**src/rtl/udp_filt_pkg.sv**
```systemverilog
package udp_filt_pkg;

    typedef enum logic [1:0] {
        ST_IDLE,
        ST_RECV,
        ST_COMMIT,
        ST_REJECT
    } filt_state_t;

    // fixed byte offsets within the frame
    localparam int OFS_MAC     = 0;
    localparam int MAC_BYTES   = 6;
    localparam int OFS_ETYPE   = 12;
    localparam int OFS_VERLEN  = 14;
    localparam int OFS_PROTO   = 23;
    localparam int OFS_DST_IP  = 30;
    localparam int IP_BYTES    = 4;
    localparam int OFS_PORT    = 36;
    localparam int OFS_PAYLOAD = 42;
    localparam int DATA_BYTES  = 4;
    localparam int MIN_LEN     = OFS_PAYLOAD + DATA_BYTES;

    // expected constants
    localparam logic [7:0] ETYPE_HI  = 8'h08;
    localparam logic [7:0] ETYPE_LO  = 8'h00;
    localparam logic [7:0] VERLEN_V4 = 8'h45;
    localparam logic [7:0] PROTO_UDP = 8'h11;
    localparam logic [7:0] BCAST_B   = 8'hFF;

endpackage

```
**src/rtl/udp_byte_index.sv**
```systemverilog
module udp_byte_index #(
    parameter int IDX_W = 6
) (
    input  logic             clk,
    input  logic             rst_n,
    input  logic             step,
    input  logic             first,
    output logic [IDX_W-1:0] idx
);
    localparam logic [IDX_W-1:0] IDX_MAX = '1;

    logic [IDX_W-1:0] cnt_q;

    // index of the byte currently presented
    assign idx = first ? '0 : cnt_q;

    always_ff @(posedge clk) begin
        if (!rst_n) begin
            cnt_q <= '0;
        end else if (step) begin
            cnt_q <= (idx == IDX_MAX) ? idx : idx + 1'b1;
        end
    end
endmodule

```
**src/rtl/udp_field_check.sv**
```systemverilog
module udp_field_check
    import udp_filt_pkg::*;
#(
    parameter int IDX_W = 6
) (
    input  logic             clk,
    input  logic             rst_n,
    input  logic             step,
    input  logic             first,
    input  logic             bad_in,
    input  logic [IDX_W-1:0] idx,
    input  logic [7:0]       byte_in,
    input  logic [47:0]      local_mac,
    input  logic [31:0]      local_ip,
    output logic             pass,
    output logic             err_now,
    output logic [15:0]      port,
    output logic [31:0]      payload
);
    localparam logic [IDX_W-1:0] I_ETYPE = IDX_W'(OFS_ETYPE);
    localparam logic [IDX_W-1:0] I_ETLO  = IDX_W'(OFS_ETYPE + 1);
    localparam logic [IDX_W-1:0] I_VER   = IDX_W'(OFS_VERLEN);
    localparam logic [IDX_W-1:0] I_PROTO = IDX_W'(OFS_PROTO);
    localparam logic [IDX_W-1:0] I_PORT  = IDX_W'(OFS_PORT);
    localparam logic [IDX_W-1:0] I_PORTL = IDX_W'(OFS_PORT + 1);
    localparam logic [IDX_W-1:0] I_PAY   = IDX_W'(OFS_PAYLOAD);
    localparam logic [IDX_W-1:0] I_PAYE  = IDX_W'(OFS_PAYLOAD + DATA_BYTES - 1);

    logic uc_q, bc_q, hdr_q, err_q;
    logic [15:0] port_q;
    logic [31:0] pay_q;

    logic base_uc, base_bc, base_hdr, base_err;
    logic in_mac, in_ip, mac_hit, ip_hit, hdr_hit;

    assign base_uc  = first ? 1'b1 : uc_q;
    assign base_bc  = first ? 1'b1 : bc_q;
    assign base_hdr = first ? 1'b1 : hdr_q;
    assign base_err = first ? 1'b0 : err_q;

    // address byte compares, one slot per position
    always_comb begin
        in_mac  = 1'b0;
        mac_hit = 1'b0;
        for (int k = 0; k < MAC_BYTES; k++) begin
            if (idx == IDX_W'(OFS_MAC + k)) begin
                in_mac  = 1'b1;
                mac_hit = (byte_in == local_mac[8*(MAC_BYTES-1-k) +: 8]);
            end
        end
    end

    always_comb begin
        in_ip  = 1'b0;
        ip_hit = 1'b0;
        for (int k = 0; k < IP_BYTES; k++) begin
            if (idx == IDX_W'(OFS_DST_IP + k)) begin
                in_ip  = 1'b1;
                ip_hit = (byte_in == local_ip[8*(IP_BYTES-1-k) +: 8]);
            end
        end
    end

    always_comb begin
        unique case (idx)
            I_ETYPE: hdr_hit = (byte_in == ETYPE_HI);
            I_ETLO:  hdr_hit = (byte_in == ETYPE_LO);
            I_VER:   hdr_hit = (byte_in == VERLEN_V4);
            I_PROTO: hdr_hit = (byte_in == PROTO_UDP);
            default: hdr_hit = in_ip ? ip_hit : 1'b1;
        endcase
    end

    always_ff @(posedge clk) begin
        if (!rst_n) begin
            uc_q   <= 1'b0;
            bc_q   <= 1'b0;
            hdr_q  <= 1'b0;
            err_q  <= 1'b0;
            port_q <= '0;
            pay_q  <= '0;
        end else if (step) begin
            uc_q  <= base_uc & (~in_mac | mac_hit);
            bc_q  <= base_bc & (~in_mac | (byte_in == BCAST_B));
            hdr_q <= base_hdr & hdr_hit;
            err_q <= base_err | bad_in;
            if (idx == I_PORT)  port_q[15:8] <= byte_in;
            if (idx == I_PORTL) port_q[7:0]  <= byte_in;
            if (idx >= I_PAY && idx <= I_PAYE) pay_q <= {pay_q[23:0], byte_in};
        end
    end

    assign pass    = (uc_q | bc_q) & hdr_q;
    assign err_now = base_err | bad_in;
    assign port    = port_q;
    assign payload = pay_q;
endmodule

```
**src/rtl/udp_frame_fsm.sv**
```systemverilog
module udp_frame_fsm
    import udp_filt_pkg::*;
#(
    parameter int IDX_W = 6
) (
    input  logic             clk,
    input  logic             rst_n,
    input  logic             in_valid,
    input  logic             in_sof,
    input  logic             in_eof,
    input  logic             pass,
    input  logic             err_now,
    input  logic [IDX_W-1:0] idx,
    output logic             in_frame,
    output logic             step,
    output logic             first,
    output logic             commit,
    output logic             reject
);
    localparam logic [IDX_W-1:0] I_LAST = IDX_W'(MIN_LEN - 1);

    filt_state_t state_q, state_nx;
    logic accept;

    assign accept = pass & ~err_now & (idx >= I_LAST);

    always_ff @(posedge clk) begin
        if (!rst_n) state_q <= ST_IDLE;
        else        state_q <= state_nx;
    end

    always_comb begin
        state_nx = state_q;
        unique case (state_q)
            ST_RECV: begin
                if (in_valid && in_eof) state_nx = accept ? ST_COMMIT : ST_REJECT;
            end
            ST_IDLE, ST_COMMIT, ST_REJECT: begin
                if (in_valid && in_sof) state_nx = in_eof ? ST_REJECT : ST_RECV;
                else                    state_nx = ST_IDLE;
            end
            default: state_nx = ST_IDLE;
        endcase
    end

    always_comb begin
        in_frame = (state_q == ST_RECV);
        first    = in_sof & ~in_frame;
        step     = in_valid & (first | in_frame);
        commit   = (state_q == ST_COMMIT);
        reject   = (state_q == ST_REJECT);
    end
endmodule

```
**src/rtl/udp_event_count.sv**
```systemverilog
module udp_event_count #(
    parameter int CNT_W = 16
) (
    input  logic             clk,
    input  logic             rst_n,
    input  logic             inc,
    output logic [CNT_W-1:0] value
);
    localparam logic [CNT_W-1:0] CNT_MAX = '1;

    always_ff @(posedge clk) begin
        if (!rst_n)                       value <= '0;
        else if (inc && value != CNT_MAX) value <= value + 1'b1;
    end
endmodule

```
**src/rtl/udp_cmd_filter.sv**
```systemverilog
module udp_cmd_filter
    import udp_filt_pkg::*;
#(
    parameter int CNT_W = 16
) (
    input  logic             clk,
    input  logic             rst_n,
    input  logic             in_valid,
    input  logic             in_sof,
    input  logic             in_eof,
    input  logic             in_err,
    input  logic [7:0]       in_data,
    input  logic [47:0]      local_mac,
    input  logic [31:0]      local_ip,
    output logic             wr_en,
    output logic [15:0]      wr_addr,
    output logic [31:0]      wr_data,
    output logic [CNT_W-1:0] match_count,
    output logic [CNT_W-1:0] drop_count
);
    localparam int IDX_W  = $clog2(MIN_LEN + 1);
    localparam int N_EVT  = 2;

    logic             in_frame, step, first, commit, reject;
    logic             pass, err_now, bad_byte;
    logic [IDX_W-1:0] idx;
    logic [N_EVT-1:0] ev_inc;
    logic [CNT_W-1:0] ev_val [N_EVT];

    // a start marker inside a running frame spoils that frame
    assign bad_byte = in_err | (in_sof & in_frame);

    udp_byte_index #(.IDX_W(IDX_W)) u_idx (
        .clk(clk), .rst_n(rst_n), .step(step), .first(first), .idx(idx)
    );

    udp_field_check #(.IDX_W(IDX_W)) u_chk (
        .clk(clk), .rst_n(rst_n), .step(step), .first(first),
        .bad_in(bad_byte), .idx(idx), .byte_in(in_data),
        .local_mac(local_mac), .local_ip(local_ip),
        .pass(pass), .err_now(err_now), .port(wr_addr), .payload(wr_data)
    );

    udp_frame_fsm #(.IDX_W(IDX_W)) u_fsm (
        .clk(clk), .rst_n(rst_n), .in_valid(in_valid), .in_sof(in_sof),
        .in_eof(in_eof), .pass(pass), .err_now(err_now), .idx(idx),
        .in_frame(in_frame), .step(step), .first(first),
        .commit(commit), .reject(reject)
    );

    assign ev_inc = {reject, commit};

    for (genvar g = 0; g < N_EVT; g++) begin : g_evt
        udp_event_count #(.CNT_W(CNT_W)) u_cnt (
            .clk(clk), .rst_n(rst_n), .inc(ev_inc[g]), .value(ev_val[g])
        );
    end

    assign wr_en       = commit;
    assign match_count = ev_val[0];
    assign drop_count  = ev_val[1];
endmodule

```
**config.mk**
```make
export PLATFORM = sky130hd
export DESIGN_NAME = udp_cmd_filter
export DESIGN_NICKNAME = d
export VERILOG_FILES = /design/src/rtl/udp_filt_pkg.sv /design/src/rtl/udp_byte_index.sv /design/src/rtl/udp_field_check.sv /design/src/rtl/udp_frame_fsm.sv /design/src/rtl/udp_event_count.sv /design/src/rtl/udp_cmd_filter.sv
export SDC_FILE = /design/constraint.sdc
export NUM_CORES = 1
export LEC_CHECK = 0
export ABC_AREA = 1
export BUFFER_PORTS_ARGS = -buffer_cell sky130_fd_sc_hd__buf_2
export CELL_PAD_IN_SITES_DETAIL_PLACEMENT = 0
export CELL_PAD_IN_SITES_GLOBAL_PLACEMENT = 1
export CORE_MARGIN = 2
export CORE_UTILIZATION = 36
export CTS_CLUSTER_DIAMETER = 100
export DETAILED_ROUTE_END_ITERATION = 12
export PLACE_DENSITY = 0.88
export SLEW_MARGIN = 25
export SYNTH_ARGS = -nofsm -noshare
export SYNTH_HDL_FRONTEND = slang
export SYNTH_SLANG_ARGS = --single-unit
export TNS_END_PERCENT = 50
```
**constraint.sdc**
```tcl
create_clock -name clk -period 1.9 [get_ports clk]
set_input_delay 0 -clock clk [delete_from_list [all_inputs] [get_ports clk]]
set_output_delay 0 -clock clk [all_outputs]
set_load 0.02 [all_outputs]
```
==> out/metrics.cfg <==
[status]
status = finished clean

[cts]
root_buffer = clkbuf_16
cts_sinks = 92
cts_inserted_buffers = 9
cts_buffer_depth = 2
cts_max_level = 3
clk_latency_ps = 330
cts_tree = yes
clkTransAtPathRegs_ps = 60

[synth]
yosysWarnings = 0
synth_cell_type_count = 40
async_flop_share = 0
yosys-top-cells-area = dfxtp_1 (34%), nor2_1 (9.3%), xnor2_1 (8.2%)
synth_ff_type = dfxtp_1
yosysSeqAreaShare = 0.343
syn_inst = 767
syn_area_per_cell_um2 = 7.00
synth.net_count = 863
synth_top_area_cell = dfxtp_1
yosys.area_share.simple = 0.294
synth-xor-area-share = 0.135
synthesis.area_um2 = 5370
synth_compound_area_frac = 0.132
synth_top_area_share = 0.343
ys_seq_elements = 92
synthAdderAreaFrac = 0.00466
synthMuxAreaShare = 0
synth_top_family_by_area = simple AND/OR/NAND/NOR gates
synth_edf_count = 0

[worst_setup_path]
reg2reg_to = u_chk.payload[12]
critical-path-top-cell-by-count = nand2_4
crit_family = simple AND/OR/NAND/NOR gates
reg2reg_setup_slack_ps = 110
worstSetupStartpointType = flip-flop
cp.required_ps = 2120
critPathMaxStageDelay_ps = 330
ff2ff_path_depth = 11
crit_fanout = 8
worstSetupPathType = flip-flop to flip-flop
cp_slowest_cell = dfxtp_2
worst-path-stages = 11
r2r-start = u_fsm.state_q[1]
crit_chain = inv_2, nand2_4, nand2_8, nand2_4, nor2_4, nand3_1, a31oi_4, nand2_4, buf_6, o21ai_0, nor2_1
path_buf_inv = 2
critPathArrivalTime_ps = 2020
end_kind = flip-flop

[grt]
globalRouteOverflowTotal = 0
antenna_found_initial = 0
grt_pass1_wl_mm = 23.5
grt_usage = 0.179
grt_max_degree = 73
grt_pass1_vias = 4869

[drt]
firstDrtPassIters = 4
drt_iter0_drc = 262
vias_per_cell = 4.74
vias = 5391
wl_mm = 14.9
wl_per_cell_um = 13.1
drc = 0
ant_nets = 0

[floorplanning]
dieArea_um2 = 15900
die_y_um = 126
core-area_um2 = 14500
row_count = 44
ios = 175
start_util = 0.370
die_w_um = 126

[timing]
fin_crit_ps = 1790
worstMarginPinSlew_ps = 733
finClkSkew_ps = 7.96
drv_slew = 0
grt_setup_unrepaired = true
finalCritPeriodShare = 0.944
hold_viol_final = 0
setup_slack_ps = 106
setup_viol = 0
max_freq_mhz = 557
slew-limit-headroom = 0.511

[placement]
port_buffers = 174
gp_congestion = 0.855
preCtsSetupSlack_ps = -16.2
hpwlAfterDp_mm = 10.8

[min_path]
worstHoldPathType = input port to flip-flop
holdCritStartpoint = in_sof
hold_end = u_fsm.state_q[1]
hold_depth = 3

[final_layout]
fin_util = 0.481
layout.nets = 1046
area_growth_pct = 30.0
diodes = 0
drive_above_1_share = 0.283
nFillCells = 1492

[power]
power_w = 0.00458
vdd_drop_max_mv = 0.381
power_density_nw_per_um2 = 655
leakage_nw = 3.16

[job]
maxCapViolations = 0

[flip-flops by register name (all words and copies together) (netlist names)]
register,cells
g_evt.u_cnt.value,32
u_chk.bc_q,1
u_chk.err_q,1
u_chk.hdr_q,1
u_chk.payload,32
u_chk.port,16
u_chk.uc_q,1
u_fsm.state_q,2
u_idx.cnt_q,6
[per-layer routing]
| metal | global-route usage | vias up | routed length (um) |
|---|---|---|---|
| met4 | 0.0465 | 0 | 147 |
| li1 | - | 2845 | - |
| met5 | 0 | - | 0 |
| met1 | 0.241 | 2383 | 6990 |
| met3 | 0.0302 | 9 | 689 |
| met2 | 0.299 | 154 | 7040 |
[cell type report]
type                    count  area [um2]  share of cell area
multi-input cells         569        3150               0.450
flip-flops and latches     92        1840               0.264
repair buffers            207        1160               0.166
inverters                  71         279              0.0399
well taps                 184         230              0.0330
clock buffers               9         225              0.0322
clock inverters             5         103              0.0147
[where the power goes]
part           switching [W]  internal, W
combinational       0.000337     0.000267
clock               0.000725      0.00127
sequential         0.0000261      0.00195
[timing repair]
| item | in CTS | in global routing |
|---|---|---|
| pin swaps | 0 | 9 |
| resized for setup | 2 | 33 |
| endpoints found under the hold margin | 2 | 0 |
| setup endpoints to repair | 17 | 52 |
| setup buffers | 0 | 8 |
| hold buffers | 3 | 0 |
| gates cloned | 0 | 3 |
[cells in the final DEF, fill, tap and decap left out, types with 16 or more instances in the layout]
master   count
a21oi_1     44
buf_2      175
buf_4       26
dfxtp_1     90
inv_1       66
nand2_1    103
nand3_1     37
nor2_1     127
nor2_2      16
nor3_1      24
o21ai_0     62
xnor2_1     50
xor2_1      33
[metrics by stage]
| step | area, um2 | hold WS [ps] | cells | TNS (ps) |
|---|---|---|---|---|
| finish | 6990 | 116 | 1137 | 0 |
| global placement | 6400 | 278 | 1109 | 0 |
| CTS | 6760 | 19.0 | 1126 | 0 |
| detailed placement | 6400 | 275 | 1109 | -89.7 |
| global route | 6990 | 155 | 1137 | -139 |
| floorplan | 5370 | 149 | 767 | 0 |
[cells in the mapped netlist, drive strengths merged, types with 3 or more instances]
library cell    n
a21oi          44
xnor2          50
or2             3
clkbuf          9
buf            27
a31oi           3
nand3b          3
nand2         113
nand3          38
nor4            5
inv            71
nand4          12
xor2           33
nor3           26
nor2          148
o21a            3
and3            3
o21ai          73
dfxtp          92
[worst reg2reg max path, cell delays in order, from the launching register on]
cell     delay [ps]
dfxtp_2         330
inv_2            70
nand2_4          70
nand2_8         110
nand2_4          70
nor2_4          130
nand3_1         150
a31oi_4         200
nand2_4         150
buf_6           160
o21ai_0         170
nor2_1           70
[logic make-up (layout without fill, tap and decap cells)]
group | count (synthesis) | count (layout)
DFF | 92 | 92
buffers and inverters | 107 | 292
and+or+nand+nor | 353 | 354
adders and majority gates | 2 | 2
AOI/OAI and AO/OA | 130 | 130
xor gates and xnor gates | 83 | 83
[how the worst max path moves through the flow]
stage,slack (ps),start,end
floorplan,190,g_evt[1].u_cnt.value[0],g_evt[1].u_cnt.value[14]
global placement,80,u_fsm.state_q[1],u_chk.payload[15]
detailed placement,-20,u_fsm.state_q[0],u_chk.payload[21]
CTS,4,u_fsm.state_q[0],u_chk.payload[21]
global route,-40,u_fsm.state_q[1],u_chk.payload[12]
finish,110,u_fsm.state_q[1],u_chk.payload[12]
(Power assumes the default switching activity.)
